===== src/rtl/swa_pkg.sv =====
package swa_pkg;
   localparam int COMMA_W = 10;
   localparam logic [COMMA_W-1:0] K285_NEG = 10'b0011111010;
   localparam logic [COMMA_W-1:0] K285_POS = 10'b1100000101;

   typedef enum logic [2:0] {
      ST_IDLE,
      ST_HUNT,
      ST_SETTLE,
      ST_CONFIRM,
      ST_LOCKED
   } align_st_e;

   function automatic logic is_comma(input logic [COMMA_W-1:0] w);
      return (w == K285_NEG) || (w == K285_POS);
   endfunction
endpackage


===== src/rtl/swa_comma_scan.sv =====
module swa_comma_scan #(
   parameter int WORD_W = 10
) (
   input  logic [WORD_W-1:0] cur_word,
   input  logic [WORD_W-1:0] prev_word,
   output logic              aligned_hit,
   output logic              shifted_hit
);
   localparam int WIN_W = 2 * WORD_W;

   logic [WIN_W-1:0]  win;
   logic [WORD_W-2:0] off_hit;

   assign win = {prev_word, cur_word};

   // one detector per nonzero bit offset inside the two-word window
   for (genvar j = 1; j < WORD_W; j++) begin : g_off
      assign off_hit[j-1] = swa_pkg::is_comma(win[WIN_W-1-j -: WORD_W]);
   end

   assign aligned_hit = swa_pkg::is_comma(cur_word);
   assign shifted_hit = |off_hit;
endmodule


===== src/rtl/swa_req_gate.sv =====
module swa_req_gate #(
   parameter int PMA_W = 10
) (
   input  logic clk,
   input  logic rst_n,
   input  logic mode_manual,
   input  logic align_req,
   output logic start,
   output logic keep
);
   logic req_q;
   logic req_rise;

   // reset high: a request held through reset is not an edge
   always_ff @(posedge clk or negedge rst_n) begin
      if (!rst_n) req_q <= 1'b1;
      else        req_q <= align_req;
   end

   assign req_rise = align_req & ~req_q;

   if (PMA_W == 10) begin : g_level_manual
      assign start = mode_manual ? align_req : req_rise;
      assign keep  = mode_manual ? align_req : 1'b1;
   end else begin : g_edge_only
      logic mode_unused;
      assign mode_unused = mode_manual;
      assign start = req_rise;
      assign keep  = 1'b1;
   end
endmodule


===== src/rtl/swa_sync_fsm.sv =====
module swa_sync_fsm #(
   parameter int SETTLE_CYC  = 4,
   parameter int SYNC_HITS   = 3,
   parameter int LOSS_MISSES = 4
) (
   input  logic clk,
   input  logic rst_n,
   input  logic start,
   input  logic keep,
   input  logic aligned_hit,
   input  logic shifted_hit,
   output logic slip_pulse,
   output logic sync_ok
);
   import swa_pkg::*;

   localparam int WW = $clog2(SETTLE_CYC + 1);
   localparam int HW = $clog2(SYNC_HITS + 1);
   localparam int MW = $clog2(LOSS_MISSES + 1);
   localparam logic [WW-1:0] WAIT_LAST = WW'(SETTLE_CYC - 1);
   localparam logic [HW-1:0] HIT_LAST  = HW'(SYNC_HITS - 1);
   localparam logic [MW-1:0] MISS_LAST = MW'(LOSS_MISSES - 1);

   align_st_e      st;
   logic [WW-1:0]  wait_cnt;
   logic [HW-1:0]  hit_cnt;
   logic [MW-1:0]  miss_cnt;
   logic           slip_q;

   always_ff @(posedge clk or negedge rst_n) begin
      if (!rst_n) begin
         st       <= ST_IDLE;
         wait_cnt <= '0;
         hit_cnt  <= '0;
         miss_cnt <= '0;
         slip_q   <= 1'b0;
      end else begin
         slip_q <= 1'b0;
         case (st)
            ST_IDLE: begin
               if (start) st <= ST_HUNT;
            end
            ST_HUNT: begin
               if (!keep) begin
                  st <= ST_IDLE;
               end else if (aligned_hit) begin
                  st      <= ST_CONFIRM;
                  hit_cnt <= HW'(1);
               end else begin
                  slip_q   <= 1'b1;
                  wait_cnt <= '0;
                  st       <= ST_SETTLE;
               end
            end
            ST_SETTLE: begin
               if (!keep)                  st <= ST_IDLE;
               else if (wait_cnt == WAIT_LAST) st <= ST_HUNT;
               else                        wait_cnt <= wait_cnt + 1'b1;
            end
            ST_CONFIRM: begin
               if (!keep) begin
                  st <= ST_IDLE;
               end else if (aligned_hit) begin
                  if (hit_cnt == HIT_LAST) begin
                     st       <= ST_LOCKED;
                     miss_cnt <= '0;
                  end else begin
                     hit_cnt <= hit_cnt + 1'b1;
                  end
               end else if (shifted_hit) begin
                  st <= ST_HUNT;
               end
            end
            ST_LOCKED: begin
               if (aligned_hit) begin
                  miss_cnt <= '0;
               end else if (shifted_hit) begin
                  if (miss_cnt == MISS_LAST) begin
                     st       <= ST_HUNT;
                     miss_cnt <= '0;
                  end else begin
                     miss_cnt <= miss_cnt + 1'b1;
                  end
               end
            end
            default: st <= ST_IDLE;
         endcase
      end
   end

   assign slip_pulse = slip_q;
   assign sync_ok    = (st == ST_LOCKED);
endmodule


===== src/rtl/slip_word_aligner.sv =====
module slip_word_aligner #(
   parameter int WORD_W      = 10,
   parameter int PMA_W       = 10,
   parameter int SETTLE_CYC  = 4,
   parameter int SYNC_HITS   = 3,
   parameter int LOSS_MISSES = 4
) (
   input  logic              clk,
   input  logic              rst_n,
   input  logic              mode_manual,
   input  logic              align_req,
   input  logic [WORD_W-1:0] rx_word,
   output logic              slip_pulse,
   output logic              sync_ok,
   output logic [WORD_W-1:0] word_out
);
   if (WORD_W != swa_pkg::COMMA_W) begin : g_bad_width
      $error("WORD_W must equal the comma width");
   end
   if (PMA_W != 10 && PMA_W != 20) begin : g_bad_pma
      $error("PMA_W must be 10 or 20");
   end
   if (SETTLE_CYC < 1) begin : g_bad_settle
      $error("SETTLE_CYC must be at least 1");
   end
   if (SYNC_HITS < 2) begin : g_bad_hits
      $error("SYNC_HITS must be at least 2");
   end
   if (LOSS_MISSES < 1) begin : g_bad_loss
      $error("LOSS_MISSES must be at least 1");
   end

   logic [WORD_W-1:0] word_q;
   logic              aligned_hit;
   logic              shifted_hit;
   logic              start;
   logic              keep;

   always_ff @(posedge clk or negedge rst_n) begin
      if (!rst_n) word_q <= '0;
      else        word_q <= rx_word;
   end

   assign word_out = word_q;

   swa_comma_scan #(.WORD_W(WORD_W)) u_scan (
      .cur_word    (rx_word),
      .prev_word   (word_q),
      .aligned_hit (aligned_hit),
      .shifted_hit (shifted_hit)
   );

   swa_req_gate #(.PMA_W(PMA_W)) u_req (
      .clk         (clk),
      .rst_n       (rst_n),
      .mode_manual (mode_manual),
      .align_req   (align_req),
      .start       (start),
      .keep        (keep)
   );

   swa_sync_fsm #(
      .SETTLE_CYC  (SETTLE_CYC),
      .SYNC_HITS   (SYNC_HITS),
      .LOSS_MISSES (LOSS_MISSES)
   ) u_fsm (
      .clk         (clk),
      .rst_n       (rst_n),
      .start       (start),
      .keep        (keep),
      .aligned_hit (aligned_hit),
      .shifted_hit (shifted_hit),
      .slip_pulse  (slip_pulse),
      .sync_ok     (sync_ok)
   );
endmodule


===== config.mk =====
export PLATFORM = sky130hd
export DESIGN_NAME = slip_word_aligner
export DESIGN_NICKNAME = d
export VERILOG_FILES = /design/src/rtl/swa_pkg.sv /design/src/rtl/swa_comma_scan.sv /design/src/rtl/swa_req_gate.sv /design/src/rtl/swa_sync_fsm.sv /design/src/rtl/slip_word_aligner.sv
export SDC_FILE = /design/constraint.sdc
export NUM_CORES = 1
export LEC_CHECK = 0
export ABC_AREA = 0
export BUFFER_PORTS_ARGS = -buffer_cell sky130_fd_sc_hd__buf_2
export CORE_AREA = 4 4 63 59
export CTS_BUF_LIST = sky130_fd_sc_hd__clkbuf_16
export DETAILED_ROUTE_END_ITERATION = 6
export DIE_AREA = 0 0 67 63
export PLACE_DENSITY = 0.7
export SLEW_MARGIN = 20
export SYNTH_ARGS = -nofsm -noshare
export SYNTH_HDL_FRONTEND = slang
export SYNTH_SLANG_ARGS = --single-unit

===== constraint.sdc =====
create_clock -name clk -period 2.1 [get_ports clk]
set_input_delay 0 -clock clk [delete_from_list [all_inputs] [get_ports clk]]
set_output_delay 0 -clock clk [all_outputs]
set_load 0.005 [all_outputs]

# Word level (Yosys, flattened, before mapping)
# Index checks and enable logic that the tools add are counted.
word_totals:
  elab_cells: 111
  output_inout_bits: 12
  regBits: 23
  in_bits: 14
classes:
  eq_ne: 44
  n_addsub: 3
  mux: 36
  reduce_logical: 19
  n_bitwise: 2
ops:
  columns: ["op", "count"]
  rows:
  - ["$eq 10x10->1 const B", 10]
  - ["$eq 10x8->1 const B", 10]
  - ["$mux 3", 21]
  - ["$pmux 3 s5", 1]
  - ["$ne 2x2->1 const B", 7]
  - ["$eq 3x2->1 const B", 4]
  - ["$ne 2x1->1 const B", 6]
  - ["$pmux 3 s2", 2]
  - ["$logic_or 1x1->1", 10]
  - ["$mux 2", 5]
  - ["$reduce_and 5->1", 2]
  - ["$reduce_or 9->1", 1]
  - ["$ne 4x4->1 const B", 2]
  - ["$reduce_and 7->1", 1]
  - ["$add 3x1->3 const B", 2]
  - ["$mux 1", 6]
  - ["$reduce_and 6->1", 1]
  - ["$reduce_bool 2->1", 3]
  - ["$pmux 2 s2", 1]
  - ["$eq 3x1->1 const B", 1]
  - ["$eq 3x3->1 const B", 1]
  - ["$logic_not 3->1", 1]
  - ["$ne 3x1->1 const B", 1]
  - ["$ne 3x3->1 const B", 1]
  - ["4 further kinds", 4]

# Logic depth before layout (Yosys ltp)
logic_depth:
  depth_word: 7
  depth_mapped: 8
  ltp_nobuf: 8

# Hierarchy
# A second synthesis with hierarchy kept.
unflattened:
  cells_unflattened: 146
  hier_area_um2: 1433.9
by_module_without_submodules:
  columns: ["mod", "area_per_inst_um2", "instances", "seq_area_each_um2", "cells_each"]
  rows:
  - ["swa_sync_fsm", 715.7, 1, 300.3, 71]
  - ["swa_comma_scan", 424.2, 1, 0.0, 61]
  - ["slip_word_aligner", 250.2, 1, 250.2, 10]
  - ["swa_req_gate", 43.8, 1, 26.3, 4]

# Least setup slack after synthesis
# OpenSTA, ideal clock, no wires.
synth_path:
  path_kind: "reg-to-reg"
  start: "register word_q[1], in the netlist word_out[1]"
  end: "register u_fsm.miss_cnt[0]"
  path_slack_ns: -0.077
  setup_time_ns: 0.125
  period_less_slack_ns: 2.177
  path_buffers: 1
  required_time_ns: 1.975
  arrival_time_ns: 2.053
  path_stages_with_launch: 9
  path_cell_list: "dfrtp_1 > buf_2 > or4b_2 > o22ai_1 > a22o_1 > a2111o_1 > or2_4 > o21bai_1 > mux2_2"
synth_between:
  elab_chain_cells: 5
  elab_cells_between_ends: 27
  cone_classes: "17 x eq/ne; 10 x reduce/logical"
synth_rtl:
  columns: ["element", "line", "source"]
  rows:
  - ["start, declared", "slip_word_aligner.sv:33", "logic [WORD_W-1:0] word_q;"]
  - ["start signal, assigned", "slip_word_aligner.sv:41", "else word_q <= rx_word;"]
  - ["$eq 10x8->1 or $eq 10x10->1 (tied branches)", "swa_pkg.sv:15", "return (w == K285_NEG) || (w == K285_POS);"]
  - ["$logic_or 1x1->1", "swa_pkg.sv:15", null]
  - ["$reduce_or 9->1 *", "swa_comma_scan.sv:22", "assign shifted_hit = |off_hit;"]
  - ["$ne 3x1->1 (no line) *", null, null]
  - ["$reduce_and 5->1 (no line) *", null, null]
  - ["end signal, assigned", "swa_sync_fsm.sv:82", "miss_cnt <= miss_cnt + 1'b1;"]
  - ["end, declared", "swa_sync_fsm.sv:27", "logic [MW-1:0] miss_cnt;"]
# Mark *: on every way between the ends. The rest lies on a longest branch, timed or not.
# A chain may end at the register's enable or synchronous reset.

# Worst setup path in the final report
layout_path:
  start: "register word_q[2], in the netlist word_out[2]"
  end: "register u_fsm.miss_cnt[0]"
# Same word-level chain as after synthesis.

==> results.sh <==
export IMPL_grt_pass1_wl_mm=6.91
export IMPL_met3_usage_pct=4.32
export IMPL_wl_per_cell_um=17.1
export IMPL_grt_pass1_vias=1422
export IMPL_htree_levels=1
export IMPL_clock_power_share_pct=30.5
export IMPL_antenna_cells=0
export IMPL_p_int_mw=0.938
export IMPL_fin_hold_ws_ns=0.0699
export IMPL_drc=0
export IMPL_ios=26
export IMPL_cp_end_kind="register"
export IMPL_synth_distinct_cells=51
export IMPL_fill_cells=252
export IMPL_cpPeakStageDelay_ns=0.42
export IMPL_syn_to_final_growth_pct=34.7
export IMPL_syn_area_um2=1470
export IMPL_dieArea_um2=4220
export IMPL_p_comb_share_pct=27.9
export IMPL_place_gp_congestion=0.905
export IMPL_path_buf_inv=0
export IMPL_worst_setup_path_start_kind="register"
export IMPL_path_delay_family="compound AO/OA/AOI/OAI gates"
export IMPL_clkSinkCount=23
export IMPL_drv_slew=0
export IMPL_clk_latency_ns=0.26
export IMPL_clockBufferDepth=2
export IMPL_nets=222
export IMPL_cts_tree="done"
export IMPL_p_leak_nw=0.866
export IMPL_synthCells=157
export IMPL_dpl_hpwl_mm=2.90
export IMPL_placed_area_um2=1720
export IMPL_yosysSeqAreaShare_pct=39.2
export IMPL_worstPathArrival_ns=2.32
export IMPL_gr_usage_met1_pct=29.5
export IMPL_async_reset_ff_share_pct=100
export IMPL_firstDrtPassIters=4
export IMPL_numPortBuffers=25
export IMPL_crit_fanout=6
export IMPL_met2_usage_pct=32.1
export IMPL_cp_required_ns=2.24
export IMPL_power_switching_mw=0.447
export IMPL_ys_flop_type="dfrtp_1"
export IMPL_synth_fp_nets=175
export IMPL_holdCritPathClass="primary input to register"
export IMPL_top_usage_layer="met2"
export IMPL_pwr_share_seq_pct=41.7
export IMPL_synth_edff_count=0
export IMPL_p_sw_share_pct=32.3
export IMPL_max_freq_mhz=459
export IMPL_avgSynthCellArea_um2=9.38
export IMPL_post_route_min_period_ns=2.18
export IMPL_die_y_um=63
export IMPL_row_count=19
export IMPL_grt_overflow=0
export IMPL_slowest_stage="dfrtp_2"
export IMPL_track_usage_pct=20.8
export IMPL_grt_max_degree=24
export IMPL_critPathKind="register to register"
export IMPL_dr_total_vias=1471
export IMPL_core_um2=3020
export IMPL_setup_tns_ns=-0.134
export IMPL_crit_chain="or4b_4 > a2bb2o_4 > a22o_1 > a2111o_1 > or2_4 > nor3b_4 > mux2_4"
export IMPL_final_layout_size_suffix_gt1_share_pct=31.5
export IMPL_numCtsBuffers=3
export IMPL_ir_drop_mv=0.449
export IMPL_setup_slack_ns=-0.0797
export IMPL_cap_viol_max_count=0
export IMPL_rsz0062_at_grt="true"
export IMPL_stdcell_area_um2=1980
export IMPL_yosys_register_bits=23
export IMPL_via_per_inst=6.00
export IMPL_p_per_area_nw_per_um2=698
export IMPL_synth_warning_count=0
export IMPL_initialDrtViolationCount=159
export IMPL_setup_viol=3
export IMPL_antenna_found_initial=0
export IMPL_drt_wl_total_mm=4.18
export IMPL_ant_nets=0
export IMPL_violations="setup timing"
export IMPL_start_util_pct=48.8
export IMPL_worst_slew_pin_slew_ns=0.609
export IMPL_relSlewSlack_pct=58.9
export IMPL_fin_crit_sh_pct=104
export IMPL_finClkSkew_ns=0.00153
export IMPL_hold_violations=0
export IMPL_cts_root_buf="clkbuf_16"
export IMPL_outcome="complete, but fails checks"
export IMPL_die_x_um=67
export IMPL_cts_clk_slew_worst_paths_ns=0.06
cells in the mapped netlist, types with 5 or more instances:
master | n | area share, %
a21oi_1 | 10 | 3.4
inv_1 | 9 | 2.3
nor3b_1 | 5 | 2.5
nand4b_1 | 5 | 3.0
nand2_1 | 15 | 3.8
dfrtp_1 | 22 | 37
o21ai_0 | 5 | 1.7
nor2_1 | 7 | 1.8
through the flow:
step	setup WS, ns	power, mW	utilization [%]	std cells
after floorplan	0.00185	0.791	-	157
after global placement	-0.0636	0.901	57.0	228
after detailed placement	-0.161	0.919	57.0	228
after CTS	-0.0714	1.36	64.3	243
after global routing	-0.126	1.46	65.7	245
final	-0.0797	1.39	65.7	245
layout by cell type (no fill, tap or decap), types with 3 or more instances in the layout:
master | netlist | final
buf_2 | 4 | 25
dfrtp_1 | 22 | 21
nand2_1 | 15 | 15
buf_4 | 0 | 13
dlygate4sd3_1 | 0 | 10
inv_1 | 9 | 9
a21oi_1 | 10 | 9
nor2_1 | 7 | 7
nand4b_1 | 5 | 5
o21ai_0 | 5 | 5
nand2b_1 | 4 | 4
nor4b_1 | 4 | 4
nor3b_1 | 5 | 4
a31oi_1 | 4 | 4
ha_1 | 4 | 4
nor3_1 | 3 | 3
nand3_1 | 3 | 3
or4b_4 | 0 | 3
nand3b_1 | 3 | 3
a22o_1 | 3 | 3
clkbuf_16 | 0 | 3
cells by family (layout without fill, tap and decap cells):
| family | Yosys count | after routing | synth area share [%] |
|---|---|---|---|
| xor+xnor | 1 | 1 | 0.595 |
| compound gates | 43 | 43 | 21.1 |
| fa+ha+maj | 4 | 4 | 3.40 |
| simple gates | 68 | 68 | 30.3 |
| flops | 23 | 23 | 39.2 |
| buf+inv | 17 | 63 | 4.67 |
| mux | 1 | 1 | 0.765 |
power by group through the flow:
stage	Sequential (mW)	Combinational, mW	Clock (mW)
CTS	0.571	0.369	0.419
finish	0.577	0.386	0.422
global route	0.586	0.433	0.445
detailed placement	0.578	0.340	0
floorplan	0.546	0.246	0
global placement	0.576	0.324	0
final timing paths:
kind	start	end	slack, ns	cells past startpoint
setup / recovery	word_out[2]$_DFF_PN0_	u_fsm.miss_cnt[0]$_DFFE_PN0P_	-0.08	7
hold / removal	rx_word[5]	word_out[5]$_DFF_PN0_	0.07	2
setup reg to reg	word_out[2]$_DFF_PN0_	u_fsm.miss_cnt[0]$_DFFE_PN0P_	-0.08	7
hold reg to reg	u_fsm.wait_cnt[2]$_DFFE_PN0P_	u_fsm.wait_cnt[2]$_DFFE_PN0P_	0.50	2
max in group asynchronous	rst_n	word_out[2]$_DFF_PN0_	1.46	2
min in group asynchronous	rst_n	word_out[7]$_DFF_PN0_	0.26	2
state kept, by name (all words and copies together), names as in the netlist:
name / flops
u_fsm.wait_cnt: 3
word_out: 10
u_fsm.miss_cnt: 3
u_fsm.st: 3
u_fsm.slip_pulse: 1
u_req.req_q: 1
u_fsm.hit_cnt: 2
repair_timing:
action	4_1_cts	5_1_grt
cloned	0	0
setup endpoints to repair	6	6
hold endpoints to repair	31	0
resized for setup	7	5
pin swaps	7	6
setup buffers	1	2
hold buffers	10	0
per-layer routing:
| layer | wire length [um] | part of all wire (%) | vias to the layer above |
|---|---|---|---|
| met3 | 278 | 6.6 | 6 |
| met2 | 2010 | 48 | 52 |
| li1 | - | - | 698 |
| met4 | 39 | 0.93 | 0 |
| met5 | 0 | 0 | - |
| met1 | 1850 | 44 | 715 |
layout make-up:
| type | count | area (um2) | area share, % |
|---|---|---|---|
| Clock inverter | 1 | 5.00 | 0.252 |
| Timing Repair Buffer | 50 | 345 | 17.4 |
| Sequential cell | 23 | 578 | 29.1 |
| Clock buffer | 3 | 75.1 | 3.79 |
| Inverter | 9 | 33.8 | 1.70 |
| Multi-Input combinational cell | 117 | 893 | 45.0 |
| Tap cell | 42 | 52.6 | 2.65 |
(Power assumes the default switching activity.)
